<file path="src/rtl/atten_regs.sv">
module atten_regs #(
  parameter int FIELD_W = 5,
  parameter int ADDR_W  = 3
) (
  input  logic                 clk,
  input  logic                 rst_n,
  input  logic                 wr_en,
  input  logic [ADDR_W-1:0]    addr,
  input  logic [FIELD_W:0]     wdata,
  output logic [FIELD_W:0]     rdata,
  output logic [2*FIELD_W-1:0] left_atten,
  output logic [2*FIELD_W-1:0] right_atten
);
  localparam int NREG = 4;

  logic [NREG-1:0][FIELD_W-1:0] stg_q, stg_d;
  logic in_range, commit;

  assign in_range = (addr < ADDR_W'(NREG));
  assign commit   = wr_en && in_range && wdata[FIELD_W];

  always_comb begin
    stg_d = stg_q;
    if (wr_en && in_range) stg_d[addr[1:0]] = wdata[FIELD_W-1:0];
  end

  always_ff @(posedge clk or negedge rst_n) begin
    if (!rst_n) begin
      stg_q       <= '0;
      left_atten  <= '0;
      right_atten <= '0;
    end else begin
      stg_q <= stg_d;
      if (commit) begin
        left_atten  <= {stg_d[1], stg_d[0]};
        right_atten <= {stg_d[3], stg_d[2]};
      end
    end
  end

  assign rdata = in_range ? {1'b0, stg_q[addr[1:0]]} : '0;

  AST_HOLD_NO_COMMIT: assert property (@(posedge clk) disable iff (!rst_n)
    !commit |=> $stable(left_atten) && $stable(right_atten));
  AST_COMMIT_ALL: assert property (@(posedge clk) disable iff (!rst_n)
    commit |=> left_atten == {stg_q[1], stg_q[0]} && right_atten == {stg_q[3], stg_q[2]});
  AST_BYPASS: assert property (@(posedge clk) disable iff (!rst_n)
    (commit && addr == 0) |=> left_atten[FIELD_W-1:0] == $past(wdata[FIELD_W-1:0]));
  AST_OOR_IGNORED: assert property (@(posedge clk) disable iff (!rst_n)
    (wr_en && !in_range) |=> $stable(stg_q) && $stable(left_atten) && $stable(right_atten));
  AST_IDLE_NO_EFFECT: assert property (@(posedge clk) disable iff (!rst_n)
    !wr_en |=> $stable(stg_q));
  always_comb AST_RDATA_FLAG_ZERO: assert (rdata[FIELD_W] == 1'b0);
endmodule

</file>
<file path="config.mk">
export PLATFORM = sky130hd
export DESIGN_NAME = atten_regs
export DESIGN_NICKNAME = d
export VERILOG_FILES = /design/src/rtl/atten_regs.sv
export SDC_FILE = /design/constraint.sdc
export NUM_CORES = 1
export LEC_CHECK = 0
export BUFFER_PORTS_ARGS = -buffer_cell sky130_fd_sc_hd__buf_2
export CAP_MARGIN = 20
export CORE_ASPECT_RATIO = 0.5
export CORE_MARGIN = 2
export CORE_UTILIZATION = 35
export CTS_CLUSTER_DIAMETER = 60
export DETAILED_ROUTE_END_ITERATION = 12
export SYNTH_ARGS = -nofsm -noshare
export SYNTH_HDL_FRONTEND = slang
export SYNTH_SLANG_ARGS = --single-unit
</file>
<file path="constraint.sdc">
create_clock -name clk -period 1.1 [get_ports clk]
set_input_delay 0.22 -clock clk [delete_from_list [all_inputs] [get_ports clk]]
set_output_delay 0.22 -clock clk [all_outputs]
set_load 0.05 [all_outputs]
</file>
==> results of run 1 <==
-- state kept, by name, summed over array words and instances, names as in the netlist --
register	cells
stg_q	20
right_atten	10
left_atten	10
-- layout by cell type (no fill, tap or decap) --
master                           n
sky130_fd_sc_hd__dlygate4sd3_1   1
sky130_fd_sc_hd__nand2_1        20
sky130_fd_sc_hd__nand2b_4        3
sky130_fd_sc_hd__buf_2          10
sky130_fd_sc_hd__nand2_8         1
sky130_fd_sc_hd__mux2_2          7
sky130_fd_sc_hd__nor2b_4         5
sky130_fd_sc_hd__mux2_4         13
sky130_fd_sc_hd__buf_4          40
sky130_fd_sc_hd__buf_12          1
sky130_fd_sc_hd__o21ai_0        19
sky130_fd_sc_hd__mux4_2          5
sky130_fd_sc_hd__clkbuf_8        6
sky130_fd_sc_hd__or2_4           1
sky130_fd_sc_hd__clkbuf_1        2
sky130_fd_sc_hd__conb_1          1
sky130_fd_sc_hd__buf_6          26
sky130_fd_sc_hd__o21ai_1         1
sky130_fd_sc_hd__nor3_2          1
sky130_fd_sc_hd__nor2_4          3
sky130_fd_sc_hd__nand3b_1        1
sky130_fd_sc_hd__dfrtp_1        40
sky130_fd_sc_hd__mux2i_1        20
-- stage by stage --
step | utilization | std cells | instance area (sq um) | total power, uW
6_report | 0.5210 | 300 | 2811 | 5365
5_1_grt | 0.5210 | 300 | 2811 | 5662
4_1_cts | 0.5022 | 296 | 2710 | 5242
3_5_place_dp | 0.4542 | 281 | 2451 | 3973
3_3_place_gp | 0.4542 | 281 | 2451 | 3933
2_1_floorplan | - | 151 | 2031 | 3345
-- metal layers --
metal,vias up,track usage
met5,-,0
met4,0,0.04396
met3,3,0.04181
met2,25,0.2192
met1,630,0.2162
li1,679,-
-- logic make-up after synthesis --
group                  after synthesis
flip-flops                          40
buffers and inverters               10
other                                1
AO/OA/AOI/OAI                       20
AND/OR/NAND/NOR                     35
multiplexers                        45
-- final timing paths --
| check | endpoint | slack (ns) | start | cells after the start |
|---|---|---|---|---|
| setup reg to reg | stg_q[16]$_DFF_PN0_ | -0.03 | stg_q[16]$_DFF_PN0_ | 4 |
| hold reg to reg | right_atten[9]$_DFFE_PN0P_ | 0.51 | right_atten[9]$_DFFE_PN0P_ | 2 |
| hold / removal | stg_q[5]$_DFF_PN0_ | 0.28 | wdata[0] | 2 |
| min in group asynchronous | right_atten[4]$_DFFE_PN0P_ | 0.42 | rst_n | 3 |
| setup / recovery | rdata[4] | -0.56 | stg_q[14]$_DFF_PN0_ | 3 |
| max in group asynchronous | left_atten[8]$_DFFE_PN0P_ | 0.48 | rst_n | 3 |
-- layout make-up --
type / instances / area, sq um / share of cell area
timing repair buffer: 78 / 673.1 / 0.2394
sequential: 40 / 1001 / 0.3560
clock buffer: 8 / 90.09 / 0.03204
tap: 73 / 91.34 / 0.03249
multi-input combinational: 101 / 955.9 / 0.3400
-- cells in the mapped netlist, drive strengths merged --
library cell | count | area [sq um]
clkbuf | 3 | 11.26
mux2 | 20 | 244.0
nand2b | 3 | 26.27
nor2 | 3 | 28.78
nand3b | 1 | 7.510
nand2 | 21 | 95.09
nor2b | 5 | 31.28
mux4 | 5 | 112.6
dfrtp | 40 | 1001
or2 | 1 | 6.260
conb | 1 | 3.750
mux2i | 20 | 200.2
buf | 7 | 56.30
nor3 | 1 | 10.01
o21ai | 20 | 100.1
-- power groups by stage --
stage	Sequential [uW]	Clock, uW	Combinational, uW
after floorplan	2600	0	747
after global placement	2010	0	1920
after detailed placement	2020	0	1950
after CTS	2000	1030	2220
after global routing	2070	1100	2490
final	2030	995	2340
-- worst reg2reg max path: stages (launching register included) --
cell	delay (ns)
sky130_fd_sc_hd__dfrtp_1	0.39
sky130_fd_sc_hd__buf_4	0.13
sky130_fd_sc_hd__buf_4	0.12
sky130_fd_sc_hd__buf_4	0.13
sky130_fd_sc_hd__mux2_4	0.25
-- timing repair --
action	in CTS	in global routing
endpoints found under the hold margin	40	0
gates resized for setup	39	20
cloned	0	0
hold buffers	1	0
pin swaps	1	1
buffers inserted	6	4
setup endpoints to repair	40	30
==> results by stage, run 1 <==
Yosys:
- The combinational family with the most area after synthesis is multiplexers.
- In the synthesized netlist, the number of instances is 151.
- Of the post-synthesis cell area, the part taken by muxes is 0.2878.
- Synthesis instantiated 21 different standard cells from the library.
- The mean post-synth cell area is 12.81 sq um.
- The Yosys step of the flow raised 0 warnings.
- The net count of the mapped netlist is 163.
- Of the total synthesized cell area, the portion taken by full adders, half adders and majority gates is 0.
- The share of synthesized cell area in and, or, nand and nor gates is 0.1061.
- The mapped netlist covers 1934 sq um.
- The area fraction in compound gates after synthesis is 0.05175.
- Of the total synthesized cell area, the portion taken by XOR and XNOR cells is 0.
- The number of register bits inferred by synthesis is 40.
- The sequential cell area fraction in the yosys report is 0.5175.

Floorplanning:
- The number of primary I/O pins is 38.
- The initial core utilization is 0.3585.
- The floorplan has 19 rows.
- In this run the vertical extent of the chip is 56.57 um.
- The die area is 6174 sq um.
- The width of the die is 109.1 um.
- The total area inside the core boundary comes to 5396 sq um.

Clock tree:
- The root buffer cell chosen for the clock tree is sky130_fd_sc_hd__clkbuf_8.
- The clock input transition at the sequential cells of the worst setup and hold paths is 0.07 ns.
- The count of H-tree levels built during CTS is 2.
- Counting the buffers created by CTS gives 5.
- TritonCTS built the clock tree.
- The clock net in this run drives a total of 40 sinks.
- The clock passes through at most 2 buffers.
- The insertion delay to the later sink of the worst-skew pair is 0.29 ns.

Place:
- Port buffering added 36 buffers.
- The global placer's final weighted congestion is 0.7859.
- Before CTS, the worst setup slack after placement is -0.4042 ns.
- Once detailed placement completed, the half-perimeter wirelength came to 3083 um.

Setup path:
- STA classifies the critical path endpoint as a primary output.
- The cell with the largest stage delay on the worst path is sky130_fd_sc_hd__mux4_2.
- Of all nets on the critical path, the largest fanout is 2.
- The cell class contributing the biggest share of worst-path delay is multiplexers.
- The worst path required time is 0.88 ns.
- The buffer and inverter count on the worst path is 1.
- On the worst path, the slowest cell contributes a delay of 0.46 ns.
- The arrival time of data at the critical path endpoint is 1.44 ns.
- The type of the worst setup path is reg2out.
- The worst setup path is launched from a flop.
- Walking the worst path, the cells encountered are mux4_2, nor2b_4, buf_6.

GRT:
- The pin count of the biggest net entering global routing is 41.
- The via count of the first global-routing pass is 1380.
- In the global route stage, overall resource usage came out at 0.1498.
- The wire length of the first global-routing pass is 6934 um.
- The initial antenna violation count was 0.
- The aggregate global routing overflow is 0.

STA:
- Dividing the final minimum period by the clock period gives 1.513.
- Setup violations remaining at the end of the flow were counted as 6.
- The minimum period implied by the final worst setup slack is 1.664 ns.
- Setup repair after global routing could not meet its margin everywhere.
- The final hold violation count is 0.
- Hold timing on the final database bottoms out at a slack of 0.2825 ns.
- The maximum achievable frequency is 0.6010 GHz.
- The total negative slack for setup checks is -2.794 ns.
- The number of slew-limit violations in the final report is 0.
- The least setup slack across all paths after layout is -0.5638 ns.
- The worst setup skew after layout is 0.002262 ns.

Power and ir drop:
- The net load switching power is 1932 uW.
- The net switching fraction of the power is 0.3601.
- Internal power comes to 3433 uW.
- Of the total power, the clock network draws 0.185.
- The sequential cell fraction of total power is 0.378.
- The share of total power dissipated in combinational logic is 0.436.
- The leakage power is 0.001396 uW.
- The peak supply drop is 650.1 uV.
- The total power divided by cell area is 1908 nW/um^2.

Drt:
- After detailed routing, the met3 layer carries 205 um of wire.
- The count of nets left with antenna violations once routing finished came out at 0.
- Across all layers, the routed design uses 1337 vias.
- Summed over all layers, the routed wires come to 4189 um.
- The highest routing layer actually used is met4.
- For this block, the initial DRC count from the detailed router was 26.
- The first detailed-routing pass took 4 iterations.
- The number of DRC violations after detailed routing is 0.
- The average via count per standard cell is 4.457.
- Dividing the detail-routed wire length by the instance count gives 13.96 um.
- The detailed-route wire length on metal 1 is 2126 um.
- The routed design uses 1832 um of met2 wire.

Final layout:
- The filler cells instantiated in the layout total 449.
- 0 antenna diodes ended up in the layout.
- At the end of the flow, the number of nets in the layout was 238.
- The area growth from synthesis to layout is 45.34%.
- The share of post-route cells with drive strength above 1 is 0.5374.

Flow run:
- Max-cap violations in this run came to 0.

Hold path:
- The min-delay analysis places its worst path in the category in2reg.

Status:
- The flow ran to the end, but the final reports show violations.
- The final reports fail on setup timing.
Power figures use the tool's default switching activity.
==> run 2, diff against run 1 <==
--- a/config.mk
+++ b/config.mk
@@ -7,11 +7,14 @@
 export LEC_CHECK = 0
 export BUFFER_PORTS_ARGS = -buffer_cell sky130_fd_sc_hd__buf_2
 export CAP_MARGIN = 20
+export CELL_PAD_IN_SITES_DETAIL_PLACEMENT = 0
+export CELL_PAD_IN_SITES_GLOBAL_PLACEMENT = 1
 export CORE_ASPECT_RATIO = 0.5
 export CORE_MARGIN = 2
 export CORE_UTILIZATION = 35
 export CTS_CLUSTER_DIAMETER = 60
 export DETAILED_ROUTE_END_ITERATION = 12
+export PLACE_DENSITY_LB_ADDON = 0.1
 export SYNTH_ARGS = -nofsm -noshare
 export SYNTH_HDL_FRONTEND = slang
 export SYNTH_SLANG_ARGS = --single-unit
==> run 2 against run 1 <==
  * Clock skew shrank 0.00054 ns
  * Cell count grew 1.3%
  * The flow still finishes with violations (setup timing)
  * Flip-flop and latch count unchanged
  * Critical endpoint is now rdata[1]
==> results by stage, run 2 (synthesized netlist as in run 1, its figures left out) <==
Status:
- The flow ran to the end, but the final reports show violations.
- The final reports fail on setup timing.

Drt:
- The count of routing violations after the opening detailed-route iteration is 27.
- In the final routed layout, each cell accounts on average for 14.94 um.
- The highest routing layer actually used is met4.
- The total vias in the final route is 1356.
- The number of search-and-repair iterations in the first detailed-routing pass is 4.
- In this run the remaining antenna-violating nets after routing total 0.
- The number of DRC violations after detailed routing is 0.
- The detailed route wirelength on metal2 is 1844 um.
- Detailed routing placed a total of 229 um of wire on met3.
- The average via count per standard cell is 4.461.
- For this block, wires on met1 add up to 2460 um.
- The total wire length is 4543 um.

Place:
- At the placement stage, the worst setup path has a slack of -0.4116 ns.
- The count of buffers added on input and output ports is 36.
- At the end of routability-driven placement, the weighted congestion stood at 0.7706.
- The detailed placement HPWL is 3284 um.

Flow run:
- The number of max-cap violations is 0.

Power and ir drop:
- Internal power comes to 3483 uW.
- The total power draw is 5454 uW.
- The sequential cell fraction of total power is 0.373.
- The total power divided by cell area is 1895 nW/um^2.
- The peak supply drop is 847.4 uV.
- The relative contribution of combinational cells to total power is 0.445.
- The relative contribution of the clock network to total power is 0.182.
- Of the total power, the share spent switching nets is 0.3614.
- The leakage power is 0.001407 uW.
- For this design the total switching power over the nets is 1971 uW.

Clock tree:
- The clock tree root buffer cell is sky130_fd_sc_hd__clkbuf_8.
- The insertion delay to the later sink of the worst-skew pair is 0.28 ns.
- The clock input transition at the sequential cells of the worst setup and hold paths is 0.07 ns.
- The sink count of the clock tree is 40.
- The clock tree synthesis step divided the H-tree into 2 levels.
- The longest clock path from root to sink contains 2 buffers.
- Clock tree synthesis inserted a total of 5 buffers.
- TritonCTS built the clock tree.

Floorplanning:
- The initial utilization of the core area, before any placement, comes to 0.3585.
- The total area inside the core boundary comes to 5396 sq um.
- 38 I/O pins were placed.
- The total number of placement rows is 19.
- The height of the die is 56.57 um.
- The die area is 6174 sq um.
- The width of the die is 109.1 um.

Final layout:
- The number of diodes is 0.
- The largest registers in the layout are stg_q: 20 flops, left_atten: 10 flops, right_atten: 10 flops.
- In the layout the commonest cells are 42 x sky130_fd_sc_hd__buf_4, 40 x sky130_fd_sc_hd__dfrtp_1, 29 x sky130_fd_sc_hd__buf_6.
- The leading cell type in the layout, fill and taps excluded is sky130_fd_sc_hd__buf_4.
- The share of post-route cells with drive strength above 1 is 0.5584.
- At the end of the flow the core is filled with cells to 0.5333.
- The register with the most flip-flops in the layout has 20 of them.
- The layout overhead on the synthesized area is 48.77%.
- After the last flow step, the layout net total stands at 242.
- More flip-flops sit in one register than any other, and that register is stg_q.

Setup path:
- The capture point of the worst reg-to-reg path is stg_q[5]$_DFF_PN0_.
- The largest stage delay on the critical path is 0.46 ns.
- STA classifies the critical path endpoint as a primary output.
- Along the worst path, the maximum fanout reaches 3.
- The type of the worst setup path is reg2out.
- The critical path startpoint category is a flop.
- Measured in cells, the most critical reg-to-reg path has a length of 4.
- The slowest stage of the critical path belongs to the cell sky130_fd_sc_hd__mux4_2.
- The worst register-to-register path begins at stg_q[5]$_DFF_PN0_.
- Walking the worst path, the cells encountered are mux4_2, nor2b_4, buf_6.
- STA puts the critical path data required time at 0.88 ns.
- The arrival time of data at the critical path endpoint is 1.44 ns.
- In this run the register-to-register setup slack is -0.02 ns.

Hold path:
- Along the worst hold path, the cell count comes to 2.
- The path type of the worst min-delay path is in2reg.
- The startpoint of the tightest hold check path is wdata[4].
- For hold timing, the worst endpoint is stg_q[19]$_DFF_PN0_.

STA:
- The maximum achievable frequency is 0.6021 GHz.
- The post-route fraction of the period consumed by the critical path is 1.510.
- The worst hold slack is 0.2997 ns.
- The final hold violation count is 0.
- The worst setup skew after layout is 0.001726 ns.
- The total negative slack for setup checks is -2.769 ns.
- Setup repair after global routing could not meet its margin everywhere.
- Setup violations remaining at the end of the flow were counted as 6.
- The worst path in the final design needs a cycle of 1.661 ns, including I/O delays and setup.
- The number of slew-limit violations in the final report is 0.
- The least setup slack across all paths after layout is -0.5609 ns.

GRT:
- The aggregate global routing overflow is 0.
- The first global-routing pass estimated 7376 um of wire.
- The initial antenna violation count is 0.
- The via count of the first global-routing pass is 1388.
- Across every metal layer, demand over resource in global routing totals 0.1601.
- The pin count of the biggest net entering global routing is 41.
==> run 2: changes by cell type in the layout (fill, tap and decap cells not counted), sizes merged <==
cell | previous run | this run
buf | 77 | 81
==> run 2: cell type report <==
class	count	area, sq um
well taps	73	91.34
multi-input cells	101	978.4
repair buffers	82	716.9
flip-flops and latches	40	1001
fillers	507	2519
clock buffers	8	90.09
==> run 2: repair_timing <==
action                                  CTS  global route
resized for setup                        41            27
endpoints found under the hold margin    40             0
endpoints found under the setup margin   47            32
buffers inserted                          6             5
hold buffers                              1             0
pin swaps                                 0             1
==> run 2: power by group through the flow <==
stage | sequential (uW) | combinational [uW] | clock, uW
2_1_floorplan | 2600 | 747 | 0
3_3_place_gp | 2020 | 1940 | 0
3_5_place_dp | 2020 | 1980 | 0
4_1_cts | 2000 | 2260 | 1030
5_1_grt | 2080 | 2570 | 1100
6_report | 2030 | 2430 | 993
==> run 2: how the worst max path moves through the flow <==
| stage | startpoint | end | cells past startpoint |
|---|---|---|---|
| 3_5_place_dp | addr[0] | rdata[1] | 4 |
| 6_report | stg_q[6]$_DFF_PN0_ | rdata[1] | 3 |
| 5_1_grt | stg_q[17]$_DFF_PN0_ | rdata[2] | 3 |
| 2_1_floorplan | addr[0] | rdata[0] | 3 |
| 3_3_place_gp | addr[0] | left_atten[0]$_DFFE_PN0P_ | 7 |
| 4_1_cts | stg_q[6]$_DFF_PN0_ | rdata[1] | 3 |
==> run 2: metal layers <==
| layer | up-vias | global-route usage |
|---|---|---|
| met5 | - | 0 |
| met4 | 0 | 0.02747 |
| met3 | 2 | 0.04413 |
| met2 | 27 | 0.2227 |
| met1 | 642 | 0.2491 |
| li1 | 685 | - |
==> run 2: worst max-delay path: cells and delay by family, from the launching register on <==
family,cells,cell delay [ns]
buf+inv,1,0.15
flops,1,0.41
mux,1,0.46
simple gates,1,0.14
==> run 2: per-stage QoR <==
step / instance area (sq um) / cells
6_report: 2878 / 304
5_1_grt: 2878 / 304
4_1_cts: 2754 / 299
3_5_place_dp: 2474 / 284
3_3_place_gp: 2474 / 284
2_1_floorplan: 2031 / 151
